--- config.mk ---
export PLATFORM = sky130hd
export DESIGN_NAME = cfgmech_probe
export DESIGN_NICKNAME = d
export VERILOG_FILES = /design/src/rtl/cfgmech_pkg.sv /design/src/rtl/cfgmech_qtable.sv /design/src/rtl/cfgmech_stepdec.sv /design/src/rtl/cfgmech_seq.sv /design/src/rtl/cfgmech_probe.sv
export SDC_FILE = /design/constraint.sdc
export NUM_CORES = 1
export LEC_CHECK = 0
export BUFFER_PORTS_ARGS = -buffer_cell sky130_fd_sc_hd__buf_2
export CAP_MARGIN = 40
export CORE_MARGIN = 2
export CORE_UTILIZATION = 34
export DETAILED_ROUTE_END_ITERATION = 8
export GPL_ROUTABILITY_DRIVEN = 0
export PLACE_DENSITY = 0.61
export SLEW_MARGIN = 5
export SYNTH_ARGS = -nofsm -noshare
export SYNTH_HDL_FRONTEND = slang
export SYNTH_SLANG_ARGS = --single-unit
export TNS_END_PERCENT = 30
--- constraint.sdc ---
create_clock -name clk -period 3.3 [get_ports clk]
set_clock_uncertainty 0.2 [all_clocks]
set_input_delay 0.33 -clock clk [delete_from_list [all_inputs] [get_ports clk]]
set_output_delay 0.33 -clock clk [all_outputs]
set_load 0.1 [all_outputs]
--- src/rtl/cfgmech_pkg.sv ---
package cfgmech_pkg;

  typedef enum logic [4:0] {
    ST_IDLE, ST_SAVE, ST_QSEL, ST_QADR, ST_QDAT, ST_QCLR,
    ST_M1EN, ST_M1B3, ST_M1W2, ST_M1RD1, ST_M1ZR, ST_M1RD2,
    ST_REST, ST_M2EN, ST_M2FW, ST_M2RE, ST_M2RF
  } step_e;

  typedef logic [1:0] mech_t;
  localparam mech_t MECH_NONE = 2'd0;
  localparam mech_t MECH_ONE  = 2'd1;
  localparam mech_t MECH_TWO  = 2'd2;

  localparam logic [1:0] SZ_BYTE  = 2'd0;
  localparam logic [1:0] SZ_WORD  = 2'd1;
  localparam logic [1:0] SZ_DWORD = 2'd2;

  localparam logic [1:0] WS_ZERO   = 2'd0;
  localparam logic [1:0] WS_ENABLE = 2'd1;
  localparam logic [1:0] WS_TAG    = 2'd2;
  localparam logic [1:0] WS_SAVED  = 2'd3;

  localparam logic [31:0] M1_ENABLE = 32'h8000_0000;
  localparam logic [31:0] M1_MASK   = 32'h80FF_FFFC;

  // One I/O access as seen by the step decoder
  typedef struct packed {
    logic       req;
    logic       wr;
    logic [1:0] size;
    logic       dport;  // 1 = data port, 0 = address port
    logic [1:0] lane;   // byte offset from the selected port
    logic [1:0] wsel;   // write data source
  } io_step_t;

  function automatic logic m1_enable_ok(logic [31:0] v);
    return (v & M1_MASK) == M1_ENABLE;
  endfunction

  function automatic logic m1_clear_ok(logic [31:0] v);
    return (v & M1_MASK) == 32'h0;
  endfunction

  function automatic mech_t m2_verdict(logic [7:0] en_b, logic [7:0] fw_b);
    return (en_b == 8'h00 && fw_b == 8'h00) ? MECH_TWO : MECH_NONE;
  endfunction

  function automatic mech_t force_map(logic [1:0] m);
    return (m == MECH_ONE || m == MECH_TWO) ? m : MECH_NONE;
  endfunction

  function automatic io_step_t step_of(step_e s);
    io_step_t t;
    t = '0;
    t.req = 1'b1;
    case (s)
      ST_SAVE:  begin t.size = SZ_DWORD; end
      ST_QADR:  begin t.wr = 1'b1; t.size = SZ_DWORD; t.wsel = WS_TAG; end
      ST_QDAT:  begin t.size = SZ_DWORD; t.dport = 1'b1; end
      ST_QCLR:  begin t.wr = 1'b1; t.size = SZ_DWORD; t.wsel = WS_ZERO; end
      ST_M1EN:  begin t.wr = 1'b1; t.size = SZ_DWORD; t.wsel = WS_ENABLE; end
      ST_M1B3:  begin t.wr = 1'b1; t.size = SZ_BYTE; t.lane = 2'd3; end
      ST_M1W2:  begin t.wr = 1'b1; t.size = SZ_WORD; t.lane = 2'd2; end
      ST_M1RD1: begin t.size = SZ_DWORD; end
      ST_M1ZR:  begin t.wr = 1'b1; t.size = SZ_DWORD; end
      ST_M1RD2: begin t.size = SZ_DWORD; end
      ST_REST:  begin t.wr = 1'b1; t.size = SZ_DWORD; t.wsel = WS_SAVED; end
      ST_M2EN:  begin t.wr = 1'b1; t.size = SZ_BYTE; end
      ST_M2FW:  begin t.wr = 1'b1; t.size = SZ_BYTE; t.lane = 2'd2; end
      ST_M2RE:  begin t.size = SZ_BYTE; end
      ST_M2RF:  begin t.size = SZ_BYTE; t.lane = 2'd2; end
      default:  begin t.req = 1'b0; end
    endcase
    return t;
  endfunction

endpackage

--- src/rtl/cfgmech_qtable.sv ---
module cfgmech_qtable #(
  parameter int DEPTH = 4,
  parameter int IW    = 2,
  parameter int TW    = 32
) (
  input  logic          clk,
  input  logic          rst_n,
  input  logic          we,
  input  logic [IW-1:0] widx,
  input  logic [TW-1:0] wtag,
  input  logic [TW-1:0] wid,
  input  logic [IW-1:0] ridx,
  output logic [TW-1:0] rtag,
  output logic [TW-1:0] rid
);

  logic [TW-1:0] tag_q [DEPTH];
  logic [TW-1:0] id_q  [DEPTH];

  genvar g;
  generate
    for (g = 0; g < DEPTH; g++) begin : g_ent
      always_ff @(posedge clk or negedge rst_n) begin
        if (!rst_n) begin
          tag_q[g] <= '0;
          id_q[g]  <= '0;
        end else if (we && widx == IW'(g)) begin
          tag_q[g] <= wtag;
          id_q[g]  <= wid;
        end
      end
    end
  endgenerate

  always_comb begin
    rtag = '0;
    rid  = '0;
    if (32'(ridx) < DEPTH) begin
      rtag = tag_q[ridx];
      rid  = id_q[ridx];
    end
  end

endmodule

--- src/rtl/cfgmech_stepdec.sv ---
module cfgmech_stepdec
  import cfgmech_pkg::*;
#(
  parameter int          AW        = 16,
  parameter logic [15:0] ADDR_PORT = 16'h0CF8,
  parameter logic [15:0] DATA_PORT = 16'h0CFC
) (
  input  step_e        step,
  input  logic [31:0]  q_tag,
  input  logic [31:0]  saved,
  output logic         io_req,
  output logic         io_wr,
  output logic [AW-1:0] io_addr,
  output logic [1:0]   io_size,
  output logic [31:0]  io_wdata
);

  io_step_t cur;

  always_comb begin
    cur      = step_of(step);
    io_req   = cur.req;
    io_wr    = cur.wr;
    io_size  = cur.size;
    io_addr  = (cur.dport ? AW'(DATA_PORT) : AW'(ADDR_PORT)) + AW'(cur.lane);
    case (cur.wsel)
      WS_ENABLE: io_wdata = M1_ENABLE;
      WS_TAG:    io_wdata = q_tag;
      WS_SAVED:  io_wdata = saved;
      default:   io_wdata = 32'h0;
    endcase
  end

endmodule

--- src/rtl/cfgmech_seq.sv ---
module cfgmech_seq
  import cfgmech_pkg::*;
#(
  parameter int DEPTH = 4,
  parameter int IW    = 2,
  parameter int CW    = 3
) (
  input  logic          clk,
  input  logic          rst_n,
  input  logic          start,
  input  logic          clear,
  input  logic          force_en,
  input  logic [1:0]    force_mode,
  input  logic          io_req,
  input  logic          io_ack,
  input  logic [31:0]   io_rdata,
  input  logic [31:0]   q_tag,
  input  logic [31:0]   q_id,
  output step_e         step,
  output logic [IW-1:0] q_idx,
  output logic [31:0]   saved,
  output logic          busy,
  output logic          done,
  output mech_t         result,
  output logic          ev_quirk_hit,
  output logic          ev_m1_pass
);

  step_e         st;
  logic [CW-1:0] cnt;
  logic          hit_q;
  logic [7:0]    en_byte_q;
  logic [31:0]   saved_q;
  logic          done_q;
  mech_t         res_q;

  logic fire;
  logic cnt_ok;
  logic accept;

  assign fire   = io_req & io_ack;
  assign cnt_ok = 32'(cnt) < DEPTH;
  assign accept = start && !(done_q && !clear);

  assign ev_quirk_hit = (st == ST_QCLR) && fire && hit_q;
  assign ev_m1_pass   = (st == ST_M1RD2) && fire && m1_clear_ok(io_rdata);

  always_ff @(posedge clk or negedge rst_n) begin
    if (!rst_n) begin
      st        <= ST_IDLE;
      cnt       <= '0;
      hit_q     <= 1'b0;
      en_byte_q <= 8'h0;
      saved_q   <= 32'h0;
      done_q    <= 1'b0;
      res_q     <= MECH_NONE;
    end else begin
      case (st)
        ST_IDLE: begin
          if (accept) begin
            if (force_en) begin
              res_q  <= force_map(force_mode);
              done_q <= 1'b1;
            end else begin
              done_q <= 1'b0;
              cnt    <= '0;
              hit_q  <= 1'b0;
              st     <= ST_SAVE;
            end
          end
        end
        ST_SAVE: if (fire) begin
          saved_q <= io_rdata;
          st      <= ST_QSEL;
        end
        ST_QSEL: st <= (cnt_ok && q_tag != 32'h0) ? ST_QADR : ST_M1EN;
        ST_QADR: if (fire) st <= ST_QDAT;
        ST_QDAT: if (fire) begin
          hit_q <= (io_rdata == q_id);
          st    <= ST_QCLR;
        end
        ST_QCLR: if (fire) begin
          if (hit_q) begin
            res_q  <= MECH_ONE;
            done_q <= 1'b1;
            st     <= ST_IDLE;
          end else begin
            cnt <= cnt + 1'b1;
            st  <= ST_QSEL;
          end
        end
        ST_M1EN:  if (fire) st <= ST_M1B3;
        ST_M1B3:  if (fire) st <= ST_M1W2;
        ST_M1W2:  if (fire) st <= ST_M1RD1;
        ST_M1RD1: if (fire) st <= m1_enable_ok(io_rdata) ? ST_M1ZR : ST_REST;
        ST_M1ZR:  if (fire) st <= ST_M1RD2;
        ST_M1RD2: if (fire) begin
          if (m1_clear_ok(io_rdata)) begin
            res_q  <= MECH_ONE;
            done_q <= 1'b1;
            st     <= ST_IDLE;
          end else begin
            st <= ST_REST;
          end
        end
        ST_REST: if (fire) st <= ST_M2EN;
        ST_M2EN: if (fire) st <= ST_M2FW;
        ST_M2FW: if (fire) st <= ST_M2RE;
        ST_M2RE: if (fire) begin
          en_byte_q <= io_rdata[7:0];
          st        <= ST_M2RF;
        end
        ST_M2RF: if (fire) begin
          res_q  <= m2_verdict(en_byte_q, io_rdata[7:0]);
          done_q <= 1'b1;
          st     <= ST_IDLE;
        end
        default: st <= ST_IDLE;
      endcase
    end
  end

  assign step   = st;
  assign q_idx  = cnt[IW-1:0];
  assign saved  = saved_q;
  assign busy   = (st != ST_IDLE);
  assign done   = done_q;
  assign result = res_q;

endmodule

--- src/rtl/cfgmech_probe.sv ---
module cfgmech_probe
  import cfgmech_pkg::*;
#(
  parameter int          DEPTH     = 4,
  parameter int          AW        = 16,
  parameter logic [15:0] ADDR_PORT = 16'h0CF8,
  parameter logic [15:0] DATA_PORT = 16'h0CFC,
  localparam int         IW        = (DEPTH > 1) ? $clog2(DEPTH) : 1,
  localparam int         CW        = $clog2(DEPTH + 1)
) (
  input  logic          clk,
  input  logic          rst_n,
  input  logic          start,
  input  logic          clear,
  input  logic          force_en,
  input  logic [1:0]    force_mode,
  input  logic          tbl_we,
  input  logic [IW-1:0] tbl_idx,
  input  logic [31:0]   tbl_tag,
  input  logic [31:0]   tbl_id,
  output logic          io_req,
  output logic          io_wr,
  output logic [AW-1:0] io_addr,
  output logic [1:0]    io_size,
  output logic [31:0]   io_wdata,
  input  logic          io_ack,
  input  logic [31:0]   io_rdata,
  output logic          busy,
  output logic          done,
  output logic [1:0]    result
);

  step_e         step_w;
  logic [IW-1:0] q_idx_w;
  logic [31:0]   q_tag_w;
  logic [31:0]   q_id_w;
  logic [31:0]   saved_w;
  logic          ev_quirk_hit;
  logic          ev_m1_pass;

  cfgmech_qtable #(.DEPTH(DEPTH), .IW(IW), .TW(32)) u_tbl (
    .clk  (clk),
    .rst_n(rst_n),
    .we   (tbl_we),
    .widx (tbl_idx),
    .wtag (tbl_tag),
    .wid  (tbl_id),
    .ridx (q_idx_w),
    .rtag (q_tag_w),
    .rid  (q_id_w)
  );

  cfgmech_seq #(.DEPTH(DEPTH), .IW(IW), .CW(CW)) u_seq (
    .clk         (clk),
    .rst_n       (rst_n),
    .start       (start),
    .clear       (clear),
    .force_en    (force_en),
    .force_mode  (force_mode),
    .io_req      (io_req),
    .io_ack      (io_ack),
    .io_rdata    (io_rdata),
    .q_tag       (q_tag_w),
    .q_id        (q_id_w),
    .step        (step_w),
    .q_idx       (q_idx_w),
    .saved       (saved_w),
    .busy        (busy),
    .done        (done),
    .result      (result),
    .ev_quirk_hit(ev_quirk_hit),
    .ev_m1_pass  (ev_m1_pass)
  );

  cfgmech_stepdec #(.AW(AW), .ADDR_PORT(ADDR_PORT), .DATA_PORT(DATA_PORT)) u_dec (
    .step    (step_w),
    .q_tag   (q_tag_w),
    .saved   (saved_w),
    .io_req  (io_req),
    .io_wr   (io_wr),
    .io_addr (io_addr),
    .io_size (io_size),
    .io_wdata(io_wdata)
  );

endmodule

# --- After elaboration in Yosys (flattened, before gate mapping) ---
# Index checks and enable logic that the tools add are counted.
totals:
  ff_bits: 308
  inputBits: 107
  wordCells: 163
op_classes:
  add_sub_neg: 2
  order_cmp: 2
  n_eq_ne: 47
  muxes: 63
  n_bitwise: 2
  reduce_logical: 32
op_table:
  columns: ["cell", "count"]
  rows:
  - ["32-bit binary-select mux with 2-bit select", 2]
  - ["32-bit 2-to-1 mux", 4]
  - ["32-bit one-hot mux with 3 select lines", 1]
  - ["5-bit 2-to-1 mux", 17]
  - ["5-bit one-hot mux with 17 select lines", 1]
  - ["5-bit by 4-bit == test with 1-bit output (second input constant)", 8]
  - ["2-bit inequality test (second input constant)", 20]
  - ["32-bit == test", 1]
  - ["32-bit zero test", 1]
  - ["32-bit nonzero test", 1]
  - ["23-bit == test (second input constant)", 1]
  - ["3-bit 2-to-1 mux", 7]
  - ["5-bit by 3-bit == test with 1-bit output (second input constant)", 4]
  - ["2-bit 2-to-1 mux", 10]
  - ["9-bit OR reduction", 2]
  - ["17-bit AND reduction", 1]
  - ["16-bit by 2-bit adder with 16-bit output", 1]
  - ["8-bit zero test", 2]
  - ["15-bit OR reduction", 1]
  - ["1-bit 2-to-1 mux", 13]
  - ["2-bit == test (second input constant)", 5]
  - ["5-bit by 2-bit == test with 1-bit output (second input constant)", 2]
  - ["1-bit logical AND", 8]
  - ["2-bit one-hot mux with 2 select lines", 2]
  - ["28 further kinds", 33]

# --- Depth between registers and ports, before layout ---
# Gate-level depths: netlist of run 1.
depth:
  depth_word: 8
  mapped_depth: 9

# --- By module ---
# Synthesis of run 1 repeated with hierarchy kept, for this count alone.
hier_totals:
  hier_cells: 994
  area_unflattened_um2: 15107.0
by_module_without_submodules:
  columns: ["mod", "n_inst", "cells_per_inst", "area_each_um2", "seq_area_each_um2"]
  rows:
  - ["cfgmech_qtable", 1, 621, 11334.6, 6406.1]
  - ["cfgmech_seq", 1, 270, 2982.9, 1301.2]
  - ["cfgmech_stepdec", 1, 103, 789.5, 0.0]

# --- Worst setup path before layout of run 1 ---
# Ideal clock, no wire load.
synth_path:
  kind: "register to output"
  startpoint: "register u_seq.st[2] (netlist: u_seq.step[2])"
  endpoint: "output port io_size[0]"
  arrival_ns: 3.665
  t_required_ns: 2.770
  slack_ns: -0.895
  path_stages_with_launch: 4
  n_path_buf: 2
  path_cell_list: "dfrtp_1 clkbuf_1 buf_1 nor4_1"
synth_via:
  elab_chain_len: 3
  word_cells_on_any_way: 12
synth_rtl:
  columns: ["element", "line_no", "rtl"]
  rows:
  - ["from (decl)", "cfgmech_seq.sv:29", "step_e st;"]
  - ["from (signal assigned)", "cfgmech_seq.sv:76", "ST_QSEL: st <= (cnt_ok && q_tag != 32'h0) ? ST_QADR : ST_M1EN;"]
  - ["from (signal assigned)", "cfgmech_seq.sv:95", "ST_M1RD1: if (fire) st <= m1_enable_ok(io_rdata) ? ST_M1ZR : ST_REST;"]
  - ["5-bit by 1-bit == test with 1-bit output (tied with other cells)", "cfgmech_pkg.sv:56", "case (s)"]
  - ["9-bit OR reduction (no source line)", null, null]
  - ["2-bit one-hot mux with 2 select lines *", "cfgmech_pkg.sv:56", null]
  - ["to (decl)", "cfgmech_probe.sv:24", "output logic [1:0] io_size,"]
# Every way passes the cells marked *; elsewhere a longest branch is shown, timed or not.

# --- Worst setup path in the final report of run 1 ---
layout_path:
  startpoint: "register u_seq.cnt[1]"
  endpoint: "output port io_wdata[9]"
layout_via:
  elab_chain_len: 5
layout_rtl:
  columns: ["element", "line_no", "rtl"]
  rows:
  - ["from (decl)", "cfgmech_seq.sv:30", "logic [CW-1:0] cnt;"]
  - ["from (signal assigned)", "cfgmech_seq.sv:88", "cnt <= cnt + 1'b1;"]
  - ["2-bit NOT with 3-bit output (not written as such)", "cfgmech_qtable.sv:39", "rtag = tag_q[ridx];"]
  - ["32-bit binary-select mux with 2-bit select", "cfgmech_qtable.sv:39", null]
  - ["32-bit 2-to-1 mux (not written as such) (2 in a row)", "cfgmech_qtable.sv:39", null]
  - ["32-bit one-hot mux with 3 select lines", "cfgmech_stepdec.sv:26", "case (cur.wsel)"]
  - ["to (decl)", "cfgmech_probe.sv:25", "output logic [31:0] io_wdata,"]
# Every way passes these cells. The select of a mux whose other input is x is not followed.

==> metrics.yaml, run 1 <==
floorplanning:
  start_util: 0.3464
  die_area_um2: 44700
  core-area_um2: 42230
  die-width_um: 211.4
  io_pins: 163
  die_h_um: 211.4
  fp-row-count: 75
layout:
  fill_cells: 3799
  layout_common_cells: "dfrtp_1, mux2_2, buf_2, dlygate4sd3_1, buf_12"
  final_common_cell: "dfrtp_1"
  area_growth_pct: 27.19
  nets: 1364
  regArea_um2: 7716
  design_area_um2: 18610
  multi_input_area_um2: 6588
  drive_gt1_frac: 0.4453
grt:
  grt.overflow.total: 0
  grt_usage: 0.1853
  antenna_found_initial: 3
  grt_pass1_vias: 10310
  grt_max_degree: 103
  grt_pass1_wl_um: 63510
sta:
  period_minus_slack_ns: 3.206
  finalCritPeriodShare: 0.9716
  grt_setup_unrepaired: "no"
  worst_slew_pin_slew_ns: 0.8314
  hold_viol_final: 0
  slew_viol_final: 0
  slew_headroom: 0.4458
  max_freq_mhz: 311.9
  finalSetupViolCount: 0
pwr:
  p_leak_nw: 7.828
  peakVddDrop_uv: 501.5
  pwr_density_cell_nw_per_um2: 784.5
  power.total_mw: 14.60
worst_setup_path:
  start_kind: "flop"
  crit_type: "flop to output pin"
  critPathMaxFanout: 18
  cp_data_arrival_time_ns: 2.68
  critical_path.endpoint_type: "output pin"
  crit_required_ns: 2.77
detailed_routing:
  met2_length_um: 19490
  via_per_inst: 5.357
  wirelength_um: 40700
  wire_per_inst_um: 22.36
  firstDrtPassIters: 5
  drc: 0
  wirelength_met1_um: 17900
  drt_iter0_drc: 692
  vias: 9749
  drtAntennaViolNets: 0
  highest_layer: "met5"
  met3_length_um: 2077
synthesis:
  synth_area_um2: 14630
  synth_edf_count: 0
  ys_types: 59
  syn_avg_cell_area_um2: 14.53
  ys_ff_latch: 308
  yosysWarnings: 0
  async_flop_share: 1.000
  synth-main-ff-cell: "dfrtp_1"
  yosysSeqAreaShare: 0.5269
  synthCells: 1007
status:
  status: "finished, final reports clean"
clock_network:
  cts_buffer_depth: 3
  numCtsBuffers: 31
  clock-root-buffer: "clkbuf_16"
  cts_tree: "yes"
  clock_latency_ns: 0.56
  cts.reportedPaths.clkPinSlew_ns: 0.06
  h-tree-depth: 1
  cts.sinks: 308
place:
  dp_hpwl_um: 28650
  port-buffer-count: 149
  placed_area_um2: 16590
worst_hold_path:
  min_path_type: "input port to flop"
run:
  drv_cap: 0
report_power, final:
group | switching [mW] | internal [mW]
Sequential | 0.674 | 4.66
Clock | 1.47 | 2.10
Combinational | 3.21 | 2.49
cell type report:
cell class                 count  share of cell area
sequential                   308              0.4147
multi-input combinational    630              0.3540
timing repair buffer         280              0.1383
clock buffer                  44             0.04754
tap                          539             0.03625
clock inverter                13            0.008069
inverter                       5            0.001009
antenna                        1           0.0001345
worst paths after layout:
path,startpoint,end,slack (ns),cells past startpoint
worst max-delay path,u_seq.cnt[1]$_DFFE_PN0P_,io_wdata[9],0.09,5
worst min-delay path,force_en,u_seq.result[0]$_DFFE_PN0P_,0.04,3
worst max register to register,u_seq.cnt[0]$_DFFE_PN0P_,u_seq.hit_q$_DFFE_PN0P_,0.50,7
worst min register to register,u_tbl.tag_q[73]$_DFFE_PN0P_,u_tbl.tag_q[73]$_DFFE_PN0P_,0.30,1
max in group asynchronous,rst_n,u_tbl.id_q[55]$_DFFE_PN0P_,1.83,3
min in group asynchronous,rst_n,u_tbl.tag_q[7]$_DFFE_PN0P_,0.23,2
worst max-delay path, cell delays in order (launching register included):
cell and delay, ns:
dfrtp_4 0.65, buf_4 0.31, mux4_1 0.41, a22oi_1 0.35
a21oi_1 0.07, buf_2 0.31
synthesized netlist by cell type, types with 6 or more instances:
master	count	share of area
a21oi_1	12	0.0041
a22o_1	29	0.017
a22oi_1	6	0.0031
buf_2	7	0.0024
buf_4	15	0.0077
clkbuf_1	44	0.011
dfrtp_1	308	0.53
mux2_2	299	0.23
mux2i_1	28	0.019
mux4_1	27	0.048
mux4_2	25	0.038
nand2_1	20	0.0051
nand2b_1	6	0.0026
nand3_1	11	0.0038
nand4_1	8	0.0034
nor2_1	22	0.0056
nor2b_1	7	0.0030
nor3_1	6	0.0021
nor4_1	18	0.0077
o21ai_0	15	0.0051
xnor2_1	13	0.0078
xor2_1	15	0.0090
cell families (layout without fill, tap and decap cells):
family,Yosys count,in the layout,synth area share
buffers and inverters,80,342,0.02865
AND/OR/NAND/NOR,111,111,0.03977
flip-flops,308,308,0.5269
AO/OA/AOI/OAI,98,98,0.05029
adder cells (fa/ha/maj),1,1,0.0008551
multiplexers,379,379,0.3363
other,2,14,0.0005134
XOR/XNOR,28,28,0.01676
routing by layer:
metal / GRT usage / vias up
met5: 0 / -
met4: 0.05755 / 4
met3: 0.02833 / 62
met2: 0.3082 / 280
met1: 0.2499 / 5105
li1: - / 4298
sequential cells by signal, summed over array words and instances, names as in the netlist:
register,cells
u_tbl.id_q,128
u_seq.hit_q,1
u_seq.saved,32
u_tbl.tag_q,128
u_seq.done,1
u_seq.result,2
u_seq.step,5
u_seq.en_byte_q,8
u_seq.cnt,3
stage by stage:
stage               hold slack (ns)    util  TNS, ns  setup slack [ns]  std cells
global placement             0.2498  0.3923        0            0.3647       1663
CTS                         0.01567  0.4405        0           0.09369       1819
global route                0.01445  0.4406        0           0.01340       1820
floorplan                   -0.1656       -  -0.3944           -0.1708       1018
finish                      0.03937  0.4406        0           0.09367       1820
detailed placement           0.2602  0.3929        0            0.3257       1664
repair_timing:
| action | in CTS | in global routing |
|---|---|---|
| hold buffers | 96 | 0 |
| hold endpoints to repair | 386 | 0 |
| buffers inserted | 2 | 0 |
| gates resized for setup | 0 | 1 |
| endpoints found under the setup margin | 3 | 2 |
Note: power is estimated with default switching activity, not from simulation.
==> inputs of run 2 (changes only) <==
SYNTH_HIERARCHICAL = 1   (was default)
==> run 2 against run 1 <==
Sequential share of layout area fell by 0.67 points. Global-route usage fell by 1.2 points. Register-to-register slack got worse by 0.22 ns. Critical endpoint is now io_wdata[28]. Worst hold slack improved by 0.047 ns. Highest routed layer unchanged.
==> metrics.yaml, run 2 <==
status:
  status: "finished, final reports clean"
detailed_routing:
  wire_per_inst_um: 21.30
  via_per_inst: 5.027
  highest_layer: "met5"
  wirelength_um: 39600
  firstDrtPassIters: 5
  wirelength_met1_um: 18110
  vias: 9346
  drt_iter0_drc: 647
  drc: 0
  met3_length_um: 1999
  drtAntennaViolNets: 0
  met2_length_um: 18520
grt:
  grt_pass1_wl_um: 61820
  grt_pass1_vias: 10080
  antenna_found_initial: 5
  grt.overflow.total: 0
  grt_usage: 0.1735
  grt_max_degree: 80
worst_setup_path:
  crit_type: "flop to output pin"
  cp_data_arrival_time_ns: 2.69
  start_kind: "flop"
  crit_start: "u_seq/step[1]$_DFFE_PN0P_"
  critPathMaxFanout: 25
  crit_required_ns: 2.77
  critical_path.endpoint_type: "output pin"
  reg2reg_from: "u_seq/cnt[0]$_DFFE_PN0P_"
worst_hold_path:
  min_path_type: "input port to flop"
  min_from: "force_en"
layout:
  nets: 1347
  drive_gt1_frac: 0.4363
  regArea_um2: 7712
  final_common_cell: "dfrtp_1"
  area_growth_pct: 25.26
  fin_cells: 1859
  layout_common_cells: "dfrtp_1, mux2_2, buf_2, dlygate4sd3_1, mux2_1"
  fill_cells: 4007
  final_core_util: 0.4293
  multi_input_area_um2: 6800
sta:
  slew_headroom: 0.5578
  worst_slew_pin_slew_ns: 0.6633
  slew_viol_final: 0
  fin_setup_tns_ns: 0
  finalSetupViolCount: 0
  max_freq_mhz: 310.5
  hold_viol_final: 0
  period_minus_slack_ns: 3.221
  finalCritPeriodShare: 0.9760
floorplanning:
  die_area_um2: 46090
  start_util: 0.3427
  fp-row-count: 77
  die-width_um: 214.7
  core-area_um2: 44030
  die_h_um: 214.7
  io_pins: 163
synthesis:
  synthCells: 991
  synth_area_um2: 15090
  syn_avg_cell_area_um2: 15.23
  yosysWarnings: 6
clock_network:
  cts_buffer_depth: 3
  clock-root-buffer: "clkbuf_16"
  h-tree-depth: 1
  cts.sinks: 308
  numCtsBuffers: 31
  cts_tree: "yes"
  cts.reportedPaths.clkPinSlew_ns: 0.06
  clock_latency_ns: 0.57
pwr:
  peakVddDrop_uv: 864.5
  p_leak_nw: 8.013
  pwr_density_cell_nw_per_um2: 760.9
  power.total_mw: 14.38
place:
  dp_hpwl_um: 27860
  post-place-cells: 1699
  port-buffer-count: 149
run:
  drv_cap: 0
## run 2: worst max-delay path: stages, from the launching register on
cell and delay [ns]:
dfrtp_1 0.57, nor4bb_4 0.40, buf_4 0.20, and2_4 0.37, a22o_1 0.36, buf_12 0.21
## run 2: final cells by class
class	instances	share of cell area
Sequential cell	308	0.4080
Multi-Input combinational cell	609	0.3597
Timing Repair Buffer	283	0.1366
Clock buffer	44	0.04680
Tap cell	592	0.03918
Clock inverter	13	0.007943
Inverter	6	0.001191
Antenna cell	4	0.0005295
## run 2: metrics by stage
step	setup WS [ns]	hold slack [ns]	instance area, µm²
3_5_place_dp	0.3244	0.1792	16860
6_report	0.07932	0.08663	18900
2_1_floorplan	-0.5089	-0.1656	15150
3_3_place_gp	0.3586	0.1752	16860
4_1_cts	0.05132	0.05606	18870
5_1_grt	-0.007774	0.09663	18900
## run 2: layer usage
metal | vias up | GRT usage
li1 | 4201 | -
met1 | 4843 | 0.2442
met2 | 245 | 0.2743
met3 | 53 | 0.03092
met4 | 4 | 0.05093
met5 | - | 0
## run 2: final timing paths
check / to / slack (ns) / cells past startpoint
setup / recovery: io_wdata[28] / 0.08 / 5
hold / removal: u_seq/result[0]$_DFFE_PN0P_ / 0.09 / 4
setup reg to reg: u_seq/step[0]$_DFFE_PN0P_ / 0.28 / 7
hold reg to reg: u_seq/result[0]$_DFFE_PN0P_ / 0.28 / 1
max in group asynchronous: u_tbl/id_q[121]$_DFFE_PN0P_ / 1.90 / 3
min in group asynchronous: u_tbl/tag_q[18]$_DFFE_PN0P_ / 0.16 / 2
## run 2: report_power, final
part | total (mW) | switching [mW] | leakage (nW) | internal (mW)
sequential | 5.28 | 0.613 | 3.67 | 4.67
combinational | 5.53 | 3.11 | 3.83 | 2.42
clock | 3.57 | 1.47 | 0.512 | 2.10
total | 14.4 | 5.20 | 8.01 | 9.18
## run 2: repair_timing
action                                  CTS  global route
hold buffers                             97             0
pin swaps                                 0             1
hold endpoints to repair                369             0
endpoints found under the setup margin    1             4
buffers inserted                          0             2
resized for setup                         1             1
